**src/rtl/gate_guard_pkg.sv**
```systemverilog
`timescale 1ns/1ps
package gate_guard_pkg;

  typedef enum logic [1:0] {
    ST_INIT  = 2'd0,
    ST_RUN   = 2'd1,
    ST_BLOCK = 2'd2,
    ST_UVLO  = 2'd3
  } ggState_e;

  // control -> datapath
  typedef struct packed {
    logic gateOn;
    logic blockLoad;
    logic blockCount;
  } ggStrobe_t;

  // datapath -> control
  typedef struct packed {
    logic wantOn;
    logic armed;
    logic blockDone;
    logic ackBusy;
  } ggFlags_t;

endpackage

```
**src/rtl/gg_datapath.sv**
```systemverilog
`timescale 1ns/1ps
module gg_datapath
  import gate_guard_pkg::*;
#(
  parameter int CNT_W       = 16,
  parameter int SYNC_STAGES = 2
) (
  input  logic             clk,
  input  logic             rstN,
  input  logic             cmdIn,
  input  logic             invStrap,
  input  logic [CNT_W-1:0] respCnt,
  input  logic [CNT_W-1:0] blockCnt,
  input  logic [CNT_W-1:0] ackCnt,
  input  ggStrobe_t        strobe,
  output ggFlags_t         flags
);

  localparam logic [CNT_W-1:0] CNT_ZERO = '0;
  localparam logic [CNT_W-1:0] CNT_ONE  = CNT_W'(1);

  // polarity applied before synchronising; the strap is static
  logic [SYNC_STAGES-1:0] syncQ;
  logic                   wantOnS;
  logic                   wantOnD;
  logic                   cmdEdge;

  always_ff @(posedge clk or negedge rstN) begin
    if (!rstN) begin
      syncQ   <= '0;
      wantOnD <= 1'b0;
    end else begin
      syncQ   <= {syncQ[SYNC_STAGES-2:0], cmdIn ~^ invStrap};
      wantOnD <= wantOnS;
    end
  end

  assign wantOnS = syncQ[SYNC_STAGES-1];
  assign cmdEdge = wantOnS ^ wantOnD;

  // acknowledge pulse timer, restarted by every edge
  logic [CNT_W-1:0] ackTmr;
  logic             ackBusy;

  always_ff @(posedge clk or negedge rstN) begin
    if (!rstN) begin
      ackBusy <= 1'b0;
      ackTmr  <= CNT_ZERO;
    end else if (cmdEdge) begin
      ackBusy <= 1'b1;
      ackTmr  <= ackCnt;
    end else if (ackBusy) begin
      if (ackTmr == CNT_ZERO) ackBusy <= 1'b0;
      else                    ackTmr  <= ackTmr - CNT_ONE;
    end
  end

  // response blanking after gate turn-on
  logic [CNT_W-1:0] respElapsed;
  logic             armedReg;

  always_ff @(posedge clk or negedge rstN) begin
    if (!rstN) begin
      respElapsed <= CNT_ZERO;
      armedReg    <= 1'b0;
    end else if (!strobe.gateOn) begin
      respElapsed <= CNT_ZERO;
      armedReg    <= 1'b0;
    end else if (!armedReg) begin
      if (respElapsed == respCnt) armedReg    <= 1'b1;
      else                        respElapsed <= respElapsed + CNT_ONE;
    end
  end

  // blocking interval timer
  logic [CNT_W-1:0] blkTmr;

  always_ff @(posedge clk or negedge rstN) begin
    if (!rstN) begin
      blkTmr <= CNT_ZERO;
    end else if (strobe.blockLoad) begin
      blkTmr <= blockCnt;
    end else if (strobe.blockCount && blkTmr != CNT_ZERO) begin
      blkTmr <= blkTmr - CNT_ONE;
    end
  end

  assign flags.wantOn    = wantOnS;
  assign flags.armed     = armedReg && strobe.gateOn;
  assign flags.blockDone = (blkTmr == CNT_ZERO);
  assign flags.ackBusy   = ackBusy;

  // an effective command edge always opens a status pulse
  p_edge_opens_ack_r8: assert property (@(posedge clk) disable iff (!rstN)
    cmdEdge |=> ackBusy);

  // a pulse with time left keeps running
  p_ack_continues_r9: assert property (@(posedge clk) disable iff (!rstN)
    (ackBusy && ackTmr != CNT_ZERO) |=> ackBusy);

  // the cycle in which the gate turns on is always blanked
  p_blank_on_turnon_r3: assert property (@(posedge clk) disable iff (!rstN)
    $rose(strobe.gateOn) |-> !flags.armed);

endmodule

```
**src/rtl/gg_control.sv**
```systemverilog
`timescale 1ns/1ps
module gg_control
  import gate_guard_pkg::*;
(
  input  logic      clk,
  input  logic      rstN,
  input  logic      seriesMode,
  input  logic      desatFlag,
  input  logic      supplyOk,
  input  ggFlags_t  flags,
  output ggStrobe_t strobe,
  output logic      statusActive
);

  ggState_e state, stateNext;
  logic     gateOnQ, gateNext;
  logic     blockLoad;
  logic     desatHit;

  assign desatHit = flags.armed && desatFlag;

  always_comb begin
    stateNext = state;
    blockLoad = 1'b0;
    gateNext  = 1'b0;
    unique case (state)
      ST_INIT: begin
        if (supplyOk) stateNext = ST_RUN;
      end
      ST_RUN: begin
        gateNext = flags.wantOn && (seriesMode || (supplyOk && !desatHit));
        if (!supplyOk) begin
          stateNext = ST_UVLO;
        end else if (desatHit) begin
          stateNext = ST_BLOCK;
          blockLoad = 1'b1;
        end
      end
      ST_BLOCK: begin
        gateNext = seriesMode && flags.wantOn;
        if (!supplyOk)            stateNext = ST_UVLO;
        else if (flags.blockDone) stateNext = ST_RUN;
      end
      ST_UVLO: begin
        gateNext = seriesMode && flags.wantOn;
        if (supplyOk) begin
          stateNext = ST_BLOCK;
          blockLoad = 1'b1;
        end
      end
      default: stateNext = ST_INIT;
    endcase
  end

  always_ff @(posedge clk or negedge rstN) begin
    if (!rstN) begin
      state   <= ST_INIT;
      gateOnQ <= 1'b0;
    end else begin
      state   <= stateNext;
      gateOnQ <= gateNext;
    end
  end

  assign strobe.gateOn     = gateOnQ;
  assign strobe.blockLoad  = blockLoad;
  assign strobe.blockCount = (state == ST_BLOCK);
  assign statusActive      = (state != ST_RUN) || flags.ackBusy;

  // gate held off until the supply has been seen good
  p_init_gate_off_r2: assert property (@(posedge clk) disable iff (!rstN)
    (state == ST_INIT) |-> !gateOnQ);

  // low supply is reported from the next edge
  p_uv_reported_r7: assert property (@(posedge clk) disable iff (!rstN)
    !supplyOk |=> statusActive);

  // stop mode drops the gate on the faulting edge
  p_desat_drops_gate_r4: assert property (@(posedge clk) disable iff (!rstN)
    (state == ST_RUN && !seriesMode && desatHit) |=> !gateOnQ);

  // stop mode keeps the gate off throughout blocking
  p_block_gate_off_r5: assert property (@(posedge clk) disable iff (!rstN)
    (state == ST_BLOCK && !seriesMode && $past(!seriesMode)) |-> !gateOnQ);

  // report mode always follows the command once started
  p_series_follows_r6: assert property (@(posedge clk) disable iff (!rstN)
    (seriesMode && state != ST_INIT) |=> (gateOnQ == $past(flags.wantOn)));

endmodule

```
**src/rtl/gate_guard.sv**
```systemverilog
`timescale 1ns/1ps
module gate_guard
  import gate_guard_pkg::*;
#(
  parameter int CNT_W       = 16,
  parameter int SYNC_STAGES = 2
) (
  input  logic             clk,
  input  logic             rstN,
  input  logic             cmdIn,
  input  logic             invStrap,
  input  logic             seriesMode,
  input  logic             desatFlag,
  input  logic             supplyOk,
  input  logic [CNT_W-1:0] respCnt,
  input  logic [CNT_W-1:0] blockCnt,
  input  logic [CNT_W-1:0] ackCnt,
  output logic             gateOn,
  output logic             statusActive
);

  ggStrobe_t strobe;
  ggFlags_t  flags;

  gg_datapath #(
    .CNT_W      (CNT_W),
    .SYNC_STAGES(SYNC_STAGES)
  ) i_datapath (
    .clk     (clk),
    .rstN    (rstN),
    .cmdIn   (cmdIn),
    .invStrap(invStrap),
    .respCnt (respCnt),
    .blockCnt(blockCnt),
    .ackCnt  (ackCnt),
    .strobe  (strobe),
    .flags   (flags)
  );

  gg_control i_control (
    .clk         (clk),
    .rstN        (rstN),
    .seriesMode  (seriesMode),
    .desatFlag   (desatFlag),
    .supplyOk    (supplyOk),
    .flags       (flags),
    .strobe      (strobe),
    .statusActive(statusActive)
  );

  assign gateOn = strobe.gateOn;

endmodule

```
**config.mk**
```make
export PLATFORM = sky130hd
export DESIGN_NAME = gate_guard
export DESIGN_NICKNAME = d
export VERILOG_FILES = /design/src/rtl/gate_guard_pkg.sv /design/src/rtl/gg_datapath.sv /design/src/rtl/gg_control.sv /design/src/rtl/gate_guard.sv
export SDC_FILE = /design/constraint.sdc
export NUM_CORES = 1
export LEC_CHECK = 0
export ABC_CLOCK_PERIOD_IN_PS = 3800
export BUFFER_PORTS_ARGS = -buffer_cell sky130_fd_sc_hd__buf_2
export CAP_MARGIN = 20
export CORE_UTILIZATION = 40
export CTS_BUF_LIST = sky130_fd_sc_hd__clkbuf_16
export CTS_CLUSTER_SIZE = 12
export DETAILED_ROUTE_END_ITERATION = 10
export PLACE_DENSITY_LB_ADDON = 0.08
export REMOVE_ABC_BUFFERS = 1
export SLEW_MARGIN = 20
export SYNTH_ARGS = -nofsm -noshare
export SYNTH_HDL_FRONTEND = slang
export SYNTH_HIERARCHICAL = 1
export SYNTH_SLANG_ARGS = --single-unit
```
**constraint.sdc**
```tcl
create_clock -name clk -period 3.8 [get_ports clk]
set_clock_uncertainty 0.1 [all_clocks]
set_input_delay 0 -clock clk [delete_from_list [all_inputs] [get_ports clk]]
set_output_delay 0 -clock clk [all_outputs]
set_load 0.03 [all_outputs]
```
==> impl_metrics.csv <==
group,metric,value,unit
drt,via_per_inst,5.07,
grt,grt_pass1_wl,12200,microns
placement,dp_hpwl,4870,microns
placement,pre_cts_ws,1.11,ns
synthesis,ys.flop_type,"dfrtp_1",
synthesis,syn_area,3230,sq um
timing,post-route-min-period,2.72,ns
clock_network,clk_root_buffer_cell,"clkbuf_16",
floorplan,die_w,91.8,microns
timing,slew_headroom,47.3,%
synthesis,synth.distinct_cells,42,
floorplan,rows,32,
timing,finalCritPeriodShare,71.5,%
timing,fin_ws,1.08,ns
synthesis,syn_avg_cell_area,9.09,sq um
drt,vias,2783,
clock_network,clockBufferDepth,2,
power,power_density,446,nW/um^2
finish,nets,504,
placement,place_congestion,0.775,
grt,grt_overflow,0,
drt,ant_nets,0,
drt,wl_per_cell,12.7,microns
finish,drive_gt1_share,17.7,%
grt,grt_max_degree,57,
clock_network,h-tree-depth,2,
hold_path,holdPathStages,0,
timing,fmax,0.368,GHz
placement,port_buffers,56,
drt,totalWireLength,6980,microns
power,worst_ir_drop_vdd,0.000271,V
clock_network,path_clk_slew,0.07,ns
grt,antenna_found_initial,0,
clock_network,cts_setup_buffers,0,
worst_setup_path,start_kind,"register",
grt,grt_usage,17.9,%
power,leakagePower,1.71,nW
finish,syn_to_final_growth,28.3,%
synthesis,synth-edff-count,0,
synthesis,synth_top_area_share,43.4,%
clock_network,hold_buffers,39,
synthesis,ys_seq_elements,56,
synthesis,synth_top_cell_by_area,"dfrtp_1",
worst_setup_path,worst-endpoint-arrival,2.79,ns
clock_network,cts_resized,0,
timing,tightestPinTransition,0.789,ns
timing,hold_violations,0,
clock_network,cts_sinks,56,
worst_setup_path,crit_fanout,6,
finish,num_antenna_cells,0,
grt,grt_pass1_vias,2726,
floorplan,die_area,8430,sq um
timing,final_max_slew_viol_count,0,
worst_setup_path,cp-end-kind,"register",
worst_setup_path,path_class,"reg -> reg",
synthesis,yosys-top-cells-area,"dfrtp_1 43%, xnor2_1 7.3%, nand2_1 6.2%",
floorplan,core_area,7770,sq um
synthesis,async_reset_ff_share,100,%
clock_network,numCtsBuffers,5,
worst_setup_path,reg2reg_depth,8,
floorplan,io_pins,57,
drt,drt_iter0_drc,86,
clock_network,cts_tree,"done",
clock_network,clock_latency,0.29,ns
outcome,status,"finished clean",
hold_path,hold_path_class,"reg -> reg",
synthesis,syn_inst,355,
power,total_power,1.85,mW
timing,finalSetupViolCount,0,
drt,dr.pass1.iters,6,
floorplan,die_h,91.8,microns
synthesis,yosysWarnings,6,
finish,final_core_util,53.3,%
timing,tns,0,ns
floorplan,initial_core_util,41.6,%
worst_setup_path,crit_required,3.88,ns
synthesis,seq_area_frac_synth,43.4,%
drt,drc_errors,0,
timing,rsz0062_at_grt,"no",
flow_run,max-cap-violations,0,
==> stage by stage <==
step | hold slack [ns] | area, sq um | cells
2_1_floorplan | -0.396 | 3160 | 341
3_3_place_gp | 0.0801 | 3600 | 502
3_5_place_dp | 0.0829 | 3600 | 502
6_report | 0.255 | 4140 | 549
4_1_cts | 0.257 | 4130 | 549
5_1_grt | 0.271 | 4140 | 549
==> kinds of logic after synthesis <==
group | Yosys count | synth area share [%]
AND/OR/NAND/NOR | 150 | 24.6
AO/OA/AOI/OAI | 64 | 11.2
flip-flops | 56 | 43.4
XOR/XNOR | 48 | 13.0
buffers and inverters | 24 | 3.37
multiplexers | 10 | 3.22
adder cells (fa/ha/maj) | 3 | 1.16
==> worst paths after layout <==
check	endpoint	start	slack (ns)
hold / removal	i_datapath/syncQ[1]$_DFF_PN0_	i_datapath/syncQ[0]$_DFF_PN0_	0.25
min in group asynchronous	i_datapath/respElapsed[6]$_DFFE_PN0P_	rstN	0.27
hold reg to reg	i_datapath/syncQ[1]$_DFF_PN0_	i_datapath/syncQ[0]$_DFF_PN0_	0.25
max in group asynchronous	i_datapath/ackTmr[2]$_DFFE_PN0P_	rstN	2.85
setup / recovery	i_datapath/blkTmr[4]$_DFFE_PN0P_	i_datapath/blkTmr[0]$_DFFE_PN0P_	1.08
setup reg to reg	i_datapath/blkTmr[4]$_DFFE_PN0P_	i_datapath/blkTmr[0]$_DFFE_PN0P_	1.08
==> worst max-delay path, stage by stage, from the launching register on <==
cell,delay [ns]
dfrtp_1,0.38
inv_1,0.09
ha_1,0.18
or4b_4,0.49
or4_1,0.72
nand2_8,0.16
nor4b_1,0.07
xor2_1,0.14
mux2_2,0.27
==> sequential cells by signal, indices dropped and copies added (netlist names) <==
register	flops
i_control/state	2
i_datapath/ackBusy	1
i_datapath/syncQ	2
i_datapath/blkTmr	16
i_datapath/respElapsed	16
i_control/gateOnQ	1
i_datapath/wantOnD	1
i_datapath/ackTmr	16
i_datapath/armedReg	1
==> placed cells by master (no fill, tap or decap), drive strengths merged, types with 5 or more instances in the layout <==
cell,Yosys,routed
buf,5,59
or3,5,5
nand2,54,54
xor2,21,21
nand2b,9,9
nor3,8,8
nor2,22,22
nor4,10,10
dfrtp,56,56
dlygate4sd3,0,39
mux2i,7,7
o21ai,35,35
inv,10,12
xnor2,27,27
nand4,6,6
clkbuf,9,5
or4,6,6
a2111oi,5,5
nand3,7,7
a21oi,16,16
==> report_power, final <==
group | switching, mW | internal, mW | leakage, nW | total [mW]
clock | 0.204 | 0.241 | 0.0764 | 0.445
sequential | 0.147 | 0.736 | 0.700 | 0.883
combinational | 0.256 | 0.264 | 0.932 | 0.520
total | 0.607 | 1.24 | 1.71 | 1.85
==> synth_stat cells, drive strengths merged, types with 2 or more instances <==
master,count
o31ai,2
or2,3
nand2b,9
nor3b,4
inv,10
xor2,21
nor4,10
a31oi,2
ha,3
buf,5
xnor2,27
or3,5
nor2b,4
or4b,2
mux2i,7
or3b,2
nand3,7
nand2,54
clkbuf,9
nor3,8
a2111oi,5
nand4,6
nor2,22
or4,6
dfrtp,56
mux2,3
nor4b,3
a21oi,16
o21ai,35
==> layout make-up <==
type	count	area, sq um
well taps	102	128
clock inverters	3	16.3
multi-input cells	275	1740
fillers	747	3630
inverters	10	37.5
clock buffers	5	125
repair buffers	98	693
flip-flops and latches	56	1400
==> routing by layer <==
| layer | routed length, microns | GRT usage (%) | vias to the layer above | share of wire (%) |
|---|---|---|---|---|
| met5 | 0 | 0 | - | 0 |
| li1 | - | - | 1421 | - |
| met1 | 3450 | 24.4 | 1296 | 49 |
| met4 | 50 | 4.04 | 0 | 0.72 |
| met3 | 285 | 3.40 | 5 | 4.1 |
| met2 | 3190 | 29.6 | 61 | 46 |
Note: power is estimated with default switching activity, not from simulation.
